--- src/rtl/bank_cmd_sel.sv ---
module bank_cmd_sel #(
  parameter int ROW_W  = 14,
  parameter int POLICY = 0
) (
  input  logic             clk,
  input  logic             rst_n,
  input  logic             req_valid,
  input  logic [1:0]       req_kind,
  input  logic [ROW_W-1:0] req_row,
  input  logic             hint_more_req,
  input  logic             hint_more_hit,
  input  logic             sleep,
  input  logic             block,
  input  logic             iss_valid,
  input  logic [2:0]       iss_cmd,
  input  logic [ROW_W-1:0] iss_row,
  output logic [2:0]       prop_cmd,
  output logic             prop_valid,
  output logic             err_kind,
  output logic             err_miss
);
  localparam logic [2:0] C_NOP = 3'd0, C_ACT = 3'd1, C_PRE = 3'd2,
                         C_RD  = 3'd3, C_WR  = 3'd4, C_RDA = 3'd5, C_WRA = 3'd6;
  localparam bit OPEN_HIT_PLAIN = (POLICY == 0);
  localparam bit MISS_PRE       = (POLICY == 0) || (POLICY == 2);

  logic             act_q;
  logic [ROW_W-1:0] open_row;

  logic       taken, hit, is_rd, kind_ok, want_auto;
  logic [2:0] col_cmd, nxt_cmd;
  logic       nxt_ekind, nxt_emiss;

  assign taken   = req_valid && !sleep && !block;
  assign hit     = (req_row == open_row);
  assign is_rd   = (req_kind == 2'b01);
  assign kind_ok = (req_kind == 2'b01) || (req_kind == 2'b10);

  always_comb begin
    case (POLICY)
      1:       want_auto = 1'b1;
      2:       want_auto = hint_more_req && !hint_more_hit;
      3:       want_auto = !hint_more_hit;
      default: want_auto = 1'b0;
    endcase
  end

  assign col_cmd = want_auto ? (is_rd ? C_RDA : C_WRA) : (is_rd ? C_RD : C_WR);

  always_comb begin
    nxt_cmd   = C_NOP;
    nxt_ekind = 1'b0;
    nxt_emiss = 1'b0;
    if (taken) begin
      if (!act_q) begin
        nxt_cmd = C_ACT;
      end else if (hit || POLICY == 1) begin
        if (kind_ok) nxt_cmd = col_cmd;
        else         nxt_ekind = 1'b1;
      end else if (MISS_PRE) begin
        nxt_cmd = C_PRE;
      end else begin
        nxt_emiss = 1'b1;
      end
    end
  end

  always_ff @(posedge clk) begin
    if (!rst_n) begin
      prop_cmd   <= C_NOP;
      prop_valid <= 1'b0;
      err_kind   <= 1'b0;
      err_miss   <= 1'b0;
    end else begin
      prop_cmd   <= nxt_cmd;
      prop_valid <= taken && !nxt_ekind && !nxt_emiss;
      err_kind   <= nxt_ekind;
      err_miss   <= nxt_emiss;
    end
  end

  always_ff @(posedge clk) begin
    if (!rst_n) begin
      act_q    <= 1'b0;
      open_row <= '0;
    end else if (iss_valid) begin
      case (iss_cmd)
        C_ACT: begin
          act_q    <= 1'b1;
          open_row <= iss_row;
        end
        C_PRE, C_RDA, C_WRA: act_q <= 1'b0;
        default: ;
      endcase
    end
  end

  logic unused_plain;
  assign unused_plain = OPEN_HIT_PLAIN;
endmodule

--- config.mk ---
export PLATFORM = sky130hd
export DESIGN_NAME = bank_cmd_sel
export DESIGN_NICKNAME = d
export VERILOG_FILES = /design/src/rtl/bank_cmd_sel.sv
export SDC_FILE = /design/constraint.sdc
export NUM_CORES = 1
export LEC_CHECK = 0
export ABC_AREA = 1
export ABC_CLOCK_PERIOD_IN_PS = 1500
export CAP_MARGIN = 20
export CORE_MARGIN = 3
export CORE_UTILIZATION = 40
export CTS_CLUSTER_SIZE = 12
export DETAILED_ROUTE_END_ITERATION = 8
export MAX_ROUTING_LAYER = met4
export PLACE_DENSITY = 0.82
export SYNTH_ARGS = -nofsm -noshare
export SYNTH_HDL_FRONTEND = slang
export SYNTH_SLANG_ARGS = --single-unit
export TNS_END_PERCENT = 30
--- constraint.sdc ---
create_clock -name clk -period 1.5 [get_ports clk]
set_input_delay 0.3 -clock clk [delete_from_list [all_inputs] [get_ports clk]]
set_output_delay 0.3 -clock clk [all_outputs]
set_load 0.005 [all_outputs]
==> results of run 1 <==
## metal layers
metal / share of wire, % / vias up / global-route usage, %
met2: 52 / 28 / 28.5
met3: 5.0 / 4 / 3.22
met1: 42 / 441 / 17.3
met5: 0 / - / -
li1: - / 566 / -
met4: 1.5 / 0 / 5.96
## how the worst max path moves through the flow
| stage | startpoint | end | slack, ps |
|---|---|---|---|
| detailed placement | req_kind[1] | prop_cmd[2] | -150 |
| floorplan | req_kind[1] | prop_cmd[2] | 400 |
| finish | err_kind | err_kind | 70 |
| global route | req_row[11] | prop_valid | 1 |
| global placement | req_kind[1] | prop_cmd[2] | -110 |
| CTS | err_kind | err_kind | 50 |
## area by class of cell
cell class | instances | share of cell area, %
clock buffers | 4 | 2.36
inverters | 30 | 7.32
multi-input cells | 101 | 31.6
flip-flops and latches | 20 | 26.0
well taps | 28 | 2.28
repair buffers | 48 | 30.4
## synth_stat cells
cell type | n | area share [%]
nand3_1 | 2 | 0.97
nor3_2 | 1 | 0.97
nand2_1 | 44 | 16
nor3_1 | 1 | 0.48
nand3b_1 | 1 | 0.73
o21bai_1 | 1 | 0.73
buf_4 | 1 | 0.73
nor2_4 | 1 | 1.1
a21boi_1 | 1 | 0.73
nor2_2 | 3 | 1.8
a21oi_1 | 13 | 6.3
inv_2 | 2 | 0.73
clkbuf_1 | 1 | 0.36
conb_1 | 1 | 0.36
nor3b_1 | 1 | 0.73
dfxtp_1 | 20 | 39
buf_6 | 2 | 2.2
inv_1 | 28 | 10
nor2_1 | 10 | 3.6
o21ai_0 | 9 | 4.4
nand2_2 | 1 | 0.61
ha_1 | 2 | 2.4
o21ai_1 | 6 | 2.9
or2_2 | 1 | 0.61
xnor2_1 | 2 | 1.7
## flip-flops by register name, indices dropped and copies added, names as in the netlist
register / count
err_kind: 1
prop_valid: 1
act_q: 1
prop_cmd: 3
open_row: 14
## layout by cell type, fill, tap and decap left out, drive strengths merged
cell / count
clkbuf: 4
nand2: 45
nor3: 2
xnor2: 2
a21oi: 13
nor2: 14
nand3b: 1
or2: 1
conb: 1
ha: 2
dfxtp: 20
nand3: 2
a21boi: 1
o21bai: 1
nor3b: 1
buf: 5
o21ai: 15
inv: 30
clkdlybuf4s50: 43
## logic make-up after synthesis
logic type	synth area share, %
compound gates	15.0
buf+inv	14.2
fa+ha+maj	2.42
other cells	0.363
flops	38.7
xor+xnor	1.70
simple gates	27.6
## stage by stage
| stage | setup TNS [ps] | utilization (%) | total power, mW | std cells |
|---|---|---|---|---|
| after global routing | 0 | 65.8 | 1.14 | 231 |
| after detailed placement | -2040 | 64.2 | 0.780 | 227 |
| final | 0 | 65.8 | 1.07 | 231 |
| after CTS | 0 | 65.8 | 1.09 | 231 |
| after floorplan | 0 | - | 0.651 | 155 |
| after global placement | -1280 | 64.2 | 0.771 | 227 |
## report_power, final
part,switching (mW),internal [mW],total (mW),leakage [nW]
clock,0.157,0.148,0.305,0.0210
sequential,0.00791,0.547,0.554,0.162
combinational,0.0784,0.133,0.212,0.509
==> run metrics, run 1 <==
placed cell areas 1500 um^2; critical path capture point type output pin; clk slew on worst S/H paths 100 ps; Starting DRT DRC Count 22; hold path startpoint open_row[6]; Final Skew 2.24 ps; Tmin final 1430 ps; critical path, cell by cell clkdlybuf4s50_1; Crit path max-delay family buffers and inverters; reg2reg setup slack 290 ps; final worst-path cycle share 95.2%; hold worst-path end open_row[6]; Syn Std Cell Area 1030 um^2; Arrival @ worst endpoint 1130 ps; num ports 47; slowest CP cell clkdlybuf4s50_1; critical path type reg2out; hold_buf cts 0; first-pass GRT wire length 4.00 mm; Die Y-Extent 56.8 um; largest net degree at the start of global routing 27; CP peak stage delay 500 ps; worst reg2reg endpoint prop_cmd[1]; CTS sink cnt 20; Buffers & Inverters on Critical Path 1; Post-route DRC 0; drt first pass iters 4; worst skew pair latency 300 ps; worst hold path class reg2reg; Die X 56.8 um; initial antenna violation count 0; Max FO, Critical Path 1; Max-Cap Viols 0; post-CTS sizing 0; Antenna Nets Post-Route 0; fin area 1540 um^2; Syn. warnings 0; Mean Syn Cell Area 6.67 um^2; worst r2r path cells 9; grt ovf 0; global placement routability congestion 0.749; die area 3230 um^2; CTS max path bufs 2; core area 2340 um^2; VDD IR max 0.656 mV; vias in the first global route 1026; layout cells sized above 1 8.87%; Post-DP HPWL 1.88 mm; post-synth cell types 25; Seq cells post-synth 20; Critical Path Start Type register; H-tree depth 1; layout overhead on the synthesized area 48.9%; hold path cells 2; ant diodes 0; row count 17; # port buffers 43; unrepaired setup endpoints after global routing no; fin worst setup slack 72.4 ps; Vias/cell 4.50; Setup WS pre-CTS -150 ps; syn nets 198; Mapped Cells 155; FF/Latch Area 400 um^2; Clock Root Buffer clkbuf_4; FMAX 700 MHz; initial core utilization 44.2%; Crit. path cell count 1; final wirelength 2.26 mm; Final Max Slew Viols 0; fin nets 247; LEAKAGE 0.692 nW; worst hold margin 473 ps; power per cell area 696 nW/um^2; outcome completed; data required time of the worst path 1200 ps; Post-CTS Setup Bufs 0; R2R Path Start open_row[11]; footprint of the multi-input gates 487 um^2; routed vias 1039; Routed WL per cell 9.79 um; CTS tree built; number of CTS-inserted buffers 3; Total Routing Usage GR 16.0%; Hold Fails Final Rpt 0; register area share after synthesis 38.7%; # setup viols final 0; FILL cells 214
No activity file was read; power rests on OpenSTA's default activity.
==> run 2: changes to the inputs <==
==> constraint.sdc (replaced) <==
create_clock -name clk -period 1.5 [get_ports clk]
set_input_delay 0.3 -clock clk [delete_from_list [all_inputs] [get_ports clk]]
set_output_delay 0.3 -clock clk [all_outputs]
set_load 0.1 [all_outputs]
==> run 2 against run 1 <==
  * Cell count unchanged
  * Wire length is 9.8% higher
  * First-iteration DRC count up 27%
  * Sequential cell count stayed put
  * Clock-buffer cell count decreased by 1
  * Clock power increased by 44%
  * Worst setup slack improved by 41 ps
  * Register-to-register slack got worse by 90 ps
  * Hold slack improved by 2.0 ps
  * Via count rose by 3.6%
==> run metrics, run 2 (same netlist as run 1, synthesis figures left out) <==
worst hold path class reg2reg (unchanged); # setup viols final 0 (unchanged); global placement routability congestion 0.762 (was 0.749); Post-DP HPWL 2.03 mm (was 1.88 mm); # placed instances 227 (unchanged); Max FO, Critical Path 4 (was 1); placed cell areas 1550 um^2 (was 1500 um^2); ant diodes 0 (unchanged); Buffers & Inverters on Critical Path 3 (was 1); register share of total power 45.0% (was 51.8%); grt met3 use 3.91% (was 3.22%); Tmin final 1390 ps (was 1430 ps); initial core utilization 44.2% (unchanged); H-tree depth 1 (unchanged); Crit path max-delay family buffers and inverters (unchanged); Final Max Slew Viols 0 (unchanged); Post-CTS Setup Bufs 0 (unchanged); initial antenna violation count 0 (unchanged); vias in the first global route 1109 (was 1026); fin area 1610 um^2 (was 1540 um^2); worst hold margin 475 ps (was 473 ps); final wirelength 2.48 mm (was 2.26 mm); row count 17 (unchanged); drt first pass iters 4 (unchanged); P_int 954 uW (was 828 uW); Die Y-Extent 56.8 um (unchanged); LEAKAGE 0.723 nW (was 0.692 nW); Total Routing Usage GR 17.5% (was 16.0%); routed vias 1076 (was 1039); Final Skew 0.680 ps (was 2.24 ps); Clk pwr share 35.5% (was 28.5%); Worst Setup SP req_row[9] (was err_kind); Arrival @ worst endpoint 1600 ps (was 1130 ps); core area 2340 um^2 (unchanged); Critical Path Start Type primary input (was register); # port buffers 43 (unchanged); largest net degree at the start of global routing 28 (was 27); worst skew pair latency 310 ps (was 300 ps); Crit path top cell by count nand2_1; critical path type in2reg (was reg2out); grt ovf 0 (unchanged); CTS sink cnt 20 (unchanged); Starting DRT DRC Count 28 (was 22); CTS tree built (unchanged); CP peak stage delay 480 ps (was 500 ps); power per cell area 769 nW/um^2 (was 696 nW/um^2); num ports 47 (unchanged); top flop regs open_row (14), prop_cmd (3) (unchanged); CTS max path bufs 2 (unchanged); post-CTS sizing 0 (unchanged); layout overhead on the synthesized area 55.3% (was 48.9%); clk slew on worst S/H paths 110 ps (was 100 ps); layout cells sized above 1 11.3% (was 8.87%); R2R Path Start open_row[9] (was open_row[11]); data required time of the worst path 1710 ps (was 1200 ps); Antenna Nets Post-Route 0 (unchanged); critical path capture point type register (was output pin); hold_buf cts 0 (unchanged); commonest non-fill, non-tap cell in the layout nand2_1 (unchanged); Switching Fraction 22.7% (about the same); max reg flops 14 (unchanged); Power, Total 1.23 mW (was 1.07 mW); Max-Cap Viols 0 (unchanged); first-pass GRT wire length 4.32 mm (was 4.00 mm); VDD IR max 0.521 mV (was 0.656 mV); most frequent cells in the layout nand2_1 (44), clkdlybuf4s50_1 (38), inv_1 (28), dfxtp_1 (20), a21oi_1 (13) (was nand2_1 (44), clkdlybuf4s50_1 (43), inv_1 (28), dfxtp_1 (20), a21oi_1 (13)); Top Usage Layer GRT met2 (unchanged); FMAX 721 MHz (was 700 MHz); Comb pwr share 19.4% (was 19.8%); Hold Fails Final Rpt 0 (unchanged); Die X 56.8 um (unchanged); outcome completed (unchanged); critical path, cell by cell clkdlybuf4s50_1 -> inv_1 -> nand2_1 -> nand2_1 -> nor2_1 -> nand2_1 -> nor2_2 -> nand2_2 -> o21bai_1 -> inv_1 (was clkdlybuf4s50_1); crit path to prop_cmd[1] (was err_kind); Post-route DRC 0 (unchanged); Vias/cell 4.66 (was 4.50); Crit. path cell count 10 (was 1); met2 GRT Util 31.4% (was 28.5%); reg2reg setup slack 200 ps (was 290 ps); final worst-path cycle share 92.4% (was 95.2%); unrepaired setup endpoints after global routing no (unchanged); Largest Register open_row (unchanged); Psw 280 uW (was 243 uW); non-filler cells, final 231 (unchanged); GR Util met1 16.9% (was 17.3%); slowest CP cell clkdlybuf4s50_1 (unchanged); fin nets 247 (unchanged); number of CTS-inserted buffers 3 (unchanged); worst reg2reg endpoint prop_cmd[1] (unchanged); die area 3230 um^2 (unchanged); worst r2r path cells 9 (unchanged); Final Util 68.6% (was 65.8%); Routed WL per cell 10.8 um (was 9.79 um); Clock Root Buffer clkbuf_4 (unchanged)
## run 2: cell types whose count changed in the layout (fill, tap and decap cells not counted)
cell	delta
buf_12	+5
clkdlybuf4s50_1	-5
bufinv_16	+1
clkbuf_8	-1
## run 2: power by group through the flow
stage / Combinational (mW) / Clock, mW / Sequential, mW
floorplan: 0.0968 / 0 / 0.576
global placement: 0.230 / 0 / 0.566
detailed placement: 0.240 / 0 / 0.568
CTS: 0.241 / 0.453 / 0.556
global route: 0.265 / 0.464 / 0.558
finish: 0.240 / 0.439 / 0.556
## run 2: worst min-delay path by stage
stage,from,end,cells past startpoint
3_3_place_gp,open_row[4],open_row[4],2
2_1_floorplan,iss_row[2],open_row[2],2
5_1_grt,open_row[1],open_row[1],2
6_report,open_row[0],open_row[0],2
3_5_place_dp,open_row[1],open_row[1],2
4_1_cts,open_row[1],open_row[1],2
## run 2: final cells by class
| type | count | area, um^2 |
|---|---|---|
| Multi-Input combinational cell | 101 | 487 |
| Clock inverter | 1 | 30.0 |
| Inverter | 30 | 113 |
| Sequential cell | 20 | 400 |
| Clock buffer | 3 | 22.5 |
| Fill cell | 215 | 734 |
| Timing Repair Buffer | 48 | 518 |
| Tap cell | 28 | 35.0 |
## run 2: metal layers
metal  vias up  share of wire (%)
li1        565                  -
met1       468                 38
met2        34                 52
met3         9                6.6
met4         0                3.5
met5         -                  0
## run 2: through the flow
step,setup WS [ps],TNS (ps)
finish,114,0
CTS,122,0
detailed placement,-219,-2420
floorplan,291,0
global placement,-117,-1310
global route,4.51,0
## run 2: worst min-delay path: stages, from the launching register on
cell     delay (ps)
dfxtp_1         330
inv_1            60
a21oi_1          50
